## src/rtl/spi_frame_pkg.sv

```systemverilog
package spi_frame_pkg;

    // Sequencer states: idle, waiting for leading edge, waiting for
    // trailing edge, one-cycle completion.
    typedef enum logic [1:0] {
        ST_IDLE  = 2'd0,
        ST_LEAD  = 2'd1,
        ST_TRAIL = 2'd2,
        ST_DONE  = 2'd3
    } xfer_state_e;

endpackage

```

## src/rtl/spi_cfg_store.sv

```systemverilog
module spi_cfg_store #(
    parameter  int CNT_W = 3,
    localparam int CFG_W = 2 + 2 * CNT_W
) (
    input  logic             clk,
    input  logic             rst_n,
    input  logic             wr_en,
    input  logic [CFG_W-1:0] wdata,
    input  logic [CNT_W-1:0] bitcnt,
    output logic             pha,
    output logic             pol,
    output logic [CNT_W-1:0] size,
    output logic [CFG_W-1:0] rdata
);

    localparam int PHA_B = CFG_W - 1;
    localparam int POL_B = CFG_W - 2;

    // Bit-count bits of wdata are not stored: the field is read-only.
    always_ff @(posedge clk or negedge rst_n) begin
        if (!rst_n) begin
            pha  <= 1'b0;
            pol  <= 1'b0;
            size <= '1;
        end else if (wr_en) begin
            pha  <= wdata[PHA_B];
            pol  <= wdata[POL_B];
            size <= wdata[CNT_W-1:0];
        end
    end

    assign rdata = {pha, pol, bitcnt, size};

endmodule

```

## src/rtl/spi_bit_seq.sv

```systemverilog
module spi_bit_seq
    import spi_frame_pkg::*;
#(
    parameter int CNT_W = 3
) (
    input  logic             clk,
    input  logic             rst_n,
    input  logic             go_req,
    input  logic             tick,
    input  logic             cfg_pha,
    input  logic             cfg_pol,
    input  logic [CNT_W-1:0] cfg_size,
    output logic             load,
    output logic             sample_en,
    output logic             drive_en,
    output logic [CNT_W-1:0] bitcnt,
    output logic             sck,
    output logic             cs_n,
    output logic             busy,
    output logic             done
);

    localparam logic [CNT_W:0] ONE_L = (CNT_W + 1)'(1);

    xfer_state_e    state_q, state_d;
    logic           act_pha_q, act_pol_q;
    logic [CNT_W:0] left_q;
    logic [CNT_W:0] smp_q;
    logic           sck_q;
    logic           last_bit;

    assign last_bit = (left_q == ONE_L);
    assign load     = go_req && (state_q == ST_IDLE);

    // Next-state and edge strobes
    always_comb begin
        state_d   = state_q;
        sample_en = 1'b0;
        drive_en  = 1'b0;
        unique case (state_q)
            ST_IDLE: begin
                if (load) state_d = ST_LEAD;
            end
            ST_LEAD: begin
                if (tick) begin
                    state_d = ST_TRAIL;
                    if (act_pha_q) drive_en  = 1'b1;
                    else           sample_en = 1'b1;
                end
            end
            ST_TRAIL: begin
                if (tick) begin
                    if (act_pha_q) sample_en = 1'b1;
                    if (last_bit) begin
                        state_d = ST_DONE;
                    end else begin
                        state_d = ST_LEAD;
                        if (!act_pha_q) drive_en = 1'b1;
                    end
                end
            end
            ST_DONE: begin
                state_d = ST_IDLE;
            end
            default: state_d = ST_IDLE;
        endcase
    end

    // State register
    always_ff @(posedge clk or negedge rst_n) begin
        if (!rst_n) state_q <= ST_IDLE;
        else        state_q <= state_d;
    end

    // Frame snapshot, bit counters and clock level
    always_ff @(posedge clk or negedge rst_n) begin
        if (!rst_n) begin
            act_pha_q <= 1'b0;
            act_pol_q <= 1'b0;
            left_q    <= '0;
            smp_q     <= '0;
            sck_q     <= 1'b0;
        end else if (load) begin
            act_pha_q <= cfg_pha;
            act_pol_q <= cfg_pol;
            left_q    <= (CNT_W + 1)'(cfg_size) + ONE_L;
            smp_q     <= '0;
            sck_q     <= cfg_pol;
        end else begin
            if (state_q == ST_LEAD && tick) sck_q <= ~act_pol_q;
            if (state_q == ST_TRAIL && tick) begin
                sck_q <= act_pol_q;
                if (!last_bit) left_q <= left_q - ONE_L;
            end
            if (sample_en) smp_q <= smp_q + ONE_L;
        end
    end

    // Outputs
    always_comb begin
        cs_n   = (state_q == ST_IDLE);
        busy   = (state_q != ST_IDLE);
        done   = (state_q == ST_DONE);
        sck    = (state_q == ST_IDLE) ? cfg_pol : sck_q;
        bitcnt = (smp_q == '0) ? '0 : CNT_W'(smp_q - ONE_L);
    end

endmodule

```

## src/rtl/spi_shift_path.sv

```systemverilog
module spi_shift_path #(
    parameter  int DATA_W = 8,
    localparam int CNT_W  = $clog2(DATA_W)
) (
    input  logic              clk,
    input  logic              rst_n,
    input  logic              load,
    input  logic [DATA_W-1:0] wdata,
    input  logic              cfg_pha,
    input  logic [CNT_W-1:0]  cfg_size,
    input  logic              drive_en,
    input  logic              sample_en,
    input  logic              miso,
    output logic              mosi,
    output logic [DATA_W-1:0] rx_data
);

    logic [DATA_W-1:0] tx_q;
    logic [DATA_W-1:0] rx_q;
    logic [CNT_W-1:0]  nxt_q;
    logic              mosi_q;

    // Transmit side: pointer walks down from the top of the frame
    always_ff @(posedge clk or negedge rst_n) begin
        if (!rst_n) begin
            tx_q   <= '0;
            nxt_q  <= '0;
            mosi_q <= 1'b0;
        end else if (load) begin
            tx_q <= wdata;
            if (cfg_pha) begin
                nxt_q <= cfg_size;
            end else begin
                mosi_q <= wdata[cfg_size];
                nxt_q  <= cfg_size - CNT_W'(1);
            end
        end else if (drive_en) begin
            mosi_q <= tx_q[nxt_q];
            nxt_q  <= nxt_q - CNT_W'(1);
        end
    end

    // Receive side: shift left, so n samples land right-justified
    always_ff @(posedge clk or negedge rst_n) begin
        if (!rst_n) begin
            rx_q <= '0;
        end else if (load) begin
            rx_q <= '0;
        end else if (sample_en) begin
            rx_q <= {rx_q[DATA_W-2:0], miso};
        end
    end

    assign mosi    = mosi_q;
    assign rx_data = rx_q;

endmodule

```

## src/rtl/spi_frame_master.sv

```systemverilog
module spi_frame_master #(
    parameter  int DATA_W = 8,
    localparam int CNT_W  = $clog2(DATA_W),
    localparam int CFG_W  = 2 + 2 * CNT_W
) (
    input  logic              clk,
    input  logic              rst_n,
    input  logic              tick,
    input  logic              cfg_wr,
    input  logic [CFG_W-1:0]  cfg_wdata,
    output logic [CFG_W-1:0]  cfg_rdata,
    input  logic              dat_wr,
    input  logic [DATA_W-1:0] dat_wdata,
    output logic [DATA_W-1:0] dat_rdata,
    output logic              busy,
    output logic              done,
    output logic              sck,
    output logic              mosi,
    input  logic              miso,
    output logic              cs_n
);

    logic             c_pha, c_pol;
    logic [CNT_W-1:0] c_size;
    logic [CNT_W-1:0] bitcnt;
    logic             load, sample_en, drive_en;

    spi_cfg_store #(.CNT_W(CNT_W)) cfg_i (
        .clk    (clk),
        .rst_n  (rst_n),
        .wr_en  (cfg_wr),
        .wdata  (cfg_wdata),
        .bitcnt (bitcnt),
        .pha    (c_pha),
        .pol    (c_pol),
        .size   (c_size),
        .rdata  (cfg_rdata)
    );

    spi_bit_seq #(.CNT_W(CNT_W)) seq_i (
        .clk       (clk),
        .rst_n     (rst_n),
        .go_req    (dat_wr),
        .tick      (tick),
        .cfg_pha   (c_pha),
        .cfg_pol   (c_pol),
        .cfg_size  (c_size),
        .load      (load),
        .sample_en (sample_en),
        .drive_en  (drive_en),
        .bitcnt    (bitcnt),
        .sck       (sck),
        .cs_n      (cs_n),
        .busy      (busy),
        .done      (done)
    );

    spi_shift_path #(.DATA_W(DATA_W)) path_i (
        .clk       (clk),
        .rst_n     (rst_n),
        .load      (load),
        .wdata     (dat_wdata),
        .cfg_pha   (c_pha),
        .cfg_size  (c_size),
        .drive_en  (drive_en),
        .sample_en (sample_en),
        .miso      (miso),
        .mosi      (mosi),
        .rx_data   (dat_rdata)
    );

endmodule

```

## config.mk

```make
export PLATFORM = sky130hd
export DESIGN_NAME = spi_frame_master
export DESIGN_NICKNAME = d
export VERILOG_FILES = /design/src/rtl/spi_frame_pkg.sv /design/src/rtl/spi_cfg_store.sv /design/src/rtl/spi_bit_seq.sv /design/src/rtl/spi_shift_path.sv /design/src/rtl/spi_frame_master.sv
export SDC_FILE = /design/constraint.sdc
export NUM_CORES = 1
export LEC_CHECK = 0
export BUFFER_PORTS_ARGS = -buffer_cell sky130_fd_sc_hd__buf_2
export CORE_MARGIN = 8
export CORE_UTILIZATION = 54
export DETAILED_ROUTE_END_ITERATION = 12
export GPL_TIMING_DRIVEN = 0
export PLACE_DENSITY_LB_ADDON = 0.2
export SYNTH_ARGS = -nofsm -noshare
export SYNTH_HDL_FRONTEND = slang
export SYNTH_SLANG_ARGS = --single-unit
export TNS_END_PERCENT = 50
```

## constraint.sdc

```tcl
create_clock -name clk -period 2.35 [get_ports clk]
set_clock_uncertainty 0.1 [all_clocks]
set_input_delay 0.1175 -clock clk [delete_from_list [all_inputs] [get_ports clk]]
set_output_delay 0.1175 -clock clk [all_outputs]
set_load 0.01 [all_outputs]
```

; ---- Word level (Yosys, flattened, before mapping)
; Index checks and enable logic that the tools add are counted.
[op_classes]
n_mux = 35
n_addsub = 6
reduce_logical = 13
magnitude_cmp = 2
bitwise_logic = 1
eq_ne = 9
[op_table]
columns = op, count
row1 = 2-to-1 mux 4 bit, 5
row2 = 2-to-1 mux 8 bit, 2
row3 = 2-to-1 mux 1 bit, 15
row4 = 2-to-1 mux 3 bit, 4
row5 = "subtractor 3 x 1 -> 3 bit, second input constant", 3
row6 = "< comparator 3 x 4 -> 1 bit, second input constant", 2
row7 = 2-to-1 mux 2 bit, 4
row8 = "!= test 2 bit, second input constant", 4
row9 = case mux 2 bit (4 select lines), 1
row10 = nonzero test 2 bit, 4
row11 = binary-select mux 1 bit (select 3 bit), 2
row12 = "adder 3 x 1 -> 4 bit, second input constant", 1
row13 = "adder 4 x 1 -> 4 bit, second input constant", 1
row14 = "equality test 2 bit, second input constant", 2
row15 = "equality test 4 x 1 -> 1 bit, second input constant", 1
row16 = zero test 4 bit, 1
row17 = case mux 1 bit (2 select lines), 2
row18 = AND reduction 2 bit, 2
row19 = "subtractor 4 x 1 -> 4 bit, second input constant", 1
row20 = logical AND 1 bit, 3
row21 = AND reduction 3 bit, 1
row22 = nonzero test 3 bit, 1
row23 = "equality test 2 x 1 -> 1 bit, second input constant", 1
row24 = zero test 2 bit, 1
row25 = other kinds (2), 2
[word_totals]
reg_bits = 38
inputBits = 22
out_inout_bits = 21

; ---- Longest topological paths before layout
[depth]
depth_word = 6
depth_mapped = 7
ltp_nobuf = 6

; ---- Hierarchy
; From an unflattened synthesis, not the netlist that was laid out.
[hier_totals]
hier_cells = 211
hier_area_um2 = 2168.3
[by_module_without_submodules]
columns = module, area_per_inst_um2, cells_per_inst, n_inst
row1 = spi_shift_path, 1008.5, 87, 1
row2 = spi_bit_seq, 914.6, 106, 1
row3 = spi_cfg_store, 245.2, 18, 1

; ---- Worst setup path before layout
; OpenSTA, ideal clock, no wires.
[synth_path]
path_type = reg2reg
from = register seq_i.state_q[1]
to = register path_i.nxt_q[1]
required_ps = 2173
arrival_time_ps = 1768
n_path_buf = 0
path_slack_ps = 405
stages_incl_launch_ff = 7
path_cell_list = dfrtp_1 inv_1 ha_1 inv_1 o41ai_4 mux2_2 a21oi_1
[synth_between]
elab_chain_cells = 3
word_cells_on_any_way = 7
[synth_lines]
columns = item, line
row1 = from (decl), spi_bit_seq.sv:25  ; xfer_state_e state_q, state_d;
row2 = from (signal assigned), spi_bit_seq.sv:72  ; else state_q <= state_d;
row3 = "equality test 2 bit, or another cell as far along", spi_bit_seq.sv:40  ; unique case (state_q)
row4 = case mux 1 bit (2 select lines) or logical AND 1 bit (tied branches), "spi_bit_seq.sv:40, spi_bit_seq.sv:33"
row5 = nonzero test 2 bit (no line) or 2-to-1 mux 3 bit (tied branches), --
row6 = to (signal assigned), spi_shift_path.sv:32  ; nxt_q <= cfg_size;
row7 = to (signal assigned), spi_shift_path.sv:35  ; nxt_q <= cfg_size - CNT_W'(1);
row8 = to (signal assigned), spi_shift_path.sv:39  ; nxt_q <= nxt_q - CNT_W'(1);
row9 = to (decl), spi_shift_path.sv:20  ; logic [CNT_W-1:0] nxt_q;
; Several ways; a longest one is shown, not always the timed one.
; A chain may end at the register's enable or synchronous reset.

; ---- Worst setup path in the final report
[layout_path]
from = register seq_i.state_q[0]
to = register path_i.nxt_q[1]
; Same word-level chain as after synthesis.

==> run metrics <==
antenna cells 0; GP Congestion roughly 0.79; switching power 1.11 mW; Port-buffer cells 38; RSZ-0062 raised after global routing yes; die area 6210 um2; Compound-Gate Fraction of Synth Area 0.0952; leading area contributor after synthesis dfrtp_1; Synth area leaders dfrtp_1 41%, ha_1 7.6%, nand2_1 7.1%; minimum clock period 2.25 ns; Vert. Die Dim 78.8 um; Via density 5.12; Post-Synth Adder-Cell Area 0.0764; Net Sw Frac 0.398; Critical Path Source Type flop; syn_nets 244; FMAX between 0.4 and 0.5 GHz; most frequent cells after synthesis 40 x nand2_1, 35 x dfrtp_1, 21 x nor2_1; GRT overflow 0; Static Leak approximately 1.3 nW; # setup viols final 0; Critical Path End Type flop; design area 2640 um2; CTS tree done; NumNets Final roughly 310; number of flops mapped to enable cells by yosys 0; Final Hold Viols 0; Clock Power Share 0.167; vias post-DR 1649; DP Wirelength 3290 um; row count 23; router iterations before antenna repair 6; synthesis warning total 0; CORE AREA 3880 um2; Avg Cell Area, Syn 10.2 um2; CP Class reg2reg; mapped cell area between 2000 and 2500 um2; Routed WL 4750 um; largest net degree at the start of global routing 39; crit path max-delay cell type o41ai_4; all-layer global routing usage 0.163; FF+latch area 955 um2; CP arrival 2.37 ns; Cell Area, Placed roughly 2400 um2; antenna viol nets, final 0; boundary pin count 43; Slew Limit Fails 0; clk sinks 38; #FFs+latches synth 38; Sequential Power Share 0.384; drt drc 0; Root Buffer clkbuf_8; Hold/Removal Path Class in2reg; pwr/cell area 1060 nW/um2; post-synthesis sequential area ratio 0.449; total chip power around 2.8 mW; CP Cell Sequence inv_1, ha_1, nand2_1, o41ai_4, mux2_2, a21oi_1; MaxCap Viol Count 0; Reg2Reg Setup Slack 0.1 ns; FFs w/ async S/R, synth 1.00; global-route wire length before repair 8020 um; status complete, no violations; Detailed Route Iter0 Violations 103; Combinational Power Share 0.448; initial antenna violation count 0; crit share post-route 0.959; post-synth cell types 38; Area Overhead vs Synth 24.2%; multi-input logic area between 1000 and 1500 um2; slowest stage delay, CP around 0.5 ns; Die W 78.8 um; Worst Path Required 2.47 ns; top cell family by delay on the critical path compound AO/OA/AOI/OAI gates; largest family of logic cells by synthesized area simple AND/OR/NAND/NOR gates; vias in the first global route around 1700; post-synthesis mux area share 0.128; Worst Tran Pin Value 0.833 ns; # fillers 298; post-synth top area share 0.412; clock buffer depth 2; Post-Synth Simple-Gate Area 0.168; ratio of cells with drive above 1 in the final layout 0.257; clk_lat worst skew roughly 0.29 ns; crit path buf inv count 1; Synth Flop Type dfrtp_1; Worst VDD drop 612 uV; Cells after Synth 209; Clock transition at path regs 0.07 ns; slew margin rel. 0.445; WL/cell 14.7 um; top-count cell post-synth nand2_1; Max H-tree Level 2; crit-path max FO 7; CTS Buf Count 5; Synth Area in XOR/XNOR 0.0370; Internal 1.68 mW; starting density of the core 0.548
cell type report:
cell class | instances | area share
inverters | 14 | 0.0199
clock inverters | 2 | 0.00473
well taps | 50 | 0.0237
clock buffers | 6 | 0.0313
flip-flops and latches | 38 | 0.361
plain buffers | 9 | 0.0189
multi-input cells | 148 | 0.406
repair buffers | 55 | 0.134
worst min-delay path, stage by stage:
cell and delay, ns:
clkbuf_1 0.17, nand2_1 0.09, o21ai_0 0.07
per-layer routing:
layer / share of wire / GRT usage / vias to the layer above / routed length (um)
met3: 0.049 / 0.0463 / 7 / 234
met4: 0.013 / 0.0815 / 0 / 64
met2: 0.50 / 0.265 / 52 / 2370
met1: 0.44 / 0.193 / 766 / 2070
li1: - / - / 824 / -
met5: 0 / 0 / - / 0
final timing paths:
path                                   from  depth (start not counted)           endpoint
setup / recovery           seq_i.state_q[0]                          6    path_i.nxt_q[1]
hold / removal                       cfg_wr                          3      cfg_i.size[1]
setup reg to reg           seq_i.state_q[0]                          6    path_i.nxt_q[1]
hold reg to reg              path_i.tx_q[3]                          2     path_i.tx_q[3]
max in group asynchronous             rst_n                          2  path_i.rx_data[5]
min in group asynchronous             rst_n                          2   seq_i.state_q[1]
cells in the final DEF, fill, tap and decap left out, types with 3 or more instances in the layout:
cell type / Yosys / routed
xnor2_1: 9 / 9
ha_1: 13 / 13
clkbuf_1: 4 / 3
nor2_1: 21 / 21
dfstp_2: 3 / 3
nand3_1: 4 / 4
buf_4: 2 / 4
a21oi_1: 5 / 5
nand2_1: 40 / 40
clkbuf_8: 0 / 6
a21o_1: 3 / 3
mux2_2: 6 / 6
mux4_2: 3 / 3
buf_2: 0 / 38
dfrtp_1: 35 / 35
mux2i_1: 11 / 11
inv_1: 14 / 14
nor3_1: 5 / 5
dlygate4sd3_1: 0 / 15
o21ai_0: 7 / 7
kinds of logic after synthesis:
group	Yosys count
AOI/OAI and AO/OA	25
xor gates and xnor gates	9
adders and majority gates	13
buffers and inverters	23
DFF	38
muxes	21
and+or+nand+nor	80
power by group through the flow:
stage | Combinational (mW) | Clock, mW | Sequential [mW]
finish | 1.25 | 0.467 | 1.07
global route | 1.41 | 0.501 | 1.10
CTS | 1.24 | 0.481 | 1.07
detailed placement | 1.21 | 0 | 1.08
global placement | 1.18 | 0 | 1.07
floorplan | 0.910 | 0 | 1.04
through the flow:
step / setup TNS (ns) / hold WS (ns) / util / cells / setup slack, ns
after floorplan: 0 / -0.278 / - / 209 / 0.405
after global placement: 0 / 0.173 / 0.613 / 297 / 0.158
after detailed placement: 0 / 0.163 / 0.613 / 297 / 0.147
after CTS: 0 / 0.0433 / 0.676 / 320 / 0.137
after global routing: -0.0912 / 0.0824 / 0.680 / 322 / -0.0349
final: 0 / 0.0643 / 0.680 / 322 / 0.0971
timing repair:
action,in CTS,in global routing
hold buffers,15,0
endpoints found under the hold margin,49,0
gates resized for setup,0,2
setup endpoints to repair,0,4
setup buffers,0,2
sequential cells by signal, indices dropped and copies added, names as in the netlist:
signal and count:
cfg_i.pha 1, cfg_i.pol 1, cfg_i.size 3, path_i.mosi 1, path_i.nxt_q 3, path_i.rx_data 8
path_i.tx_q 8, seq_i.act_pha_q 1, seq_i.act_pol_q 1, seq_i.left_q 4, seq_i.sck_q 1, seq_i.smp_q 4
seq_i.state_q 2
Power figures use the tool's default switching activity.
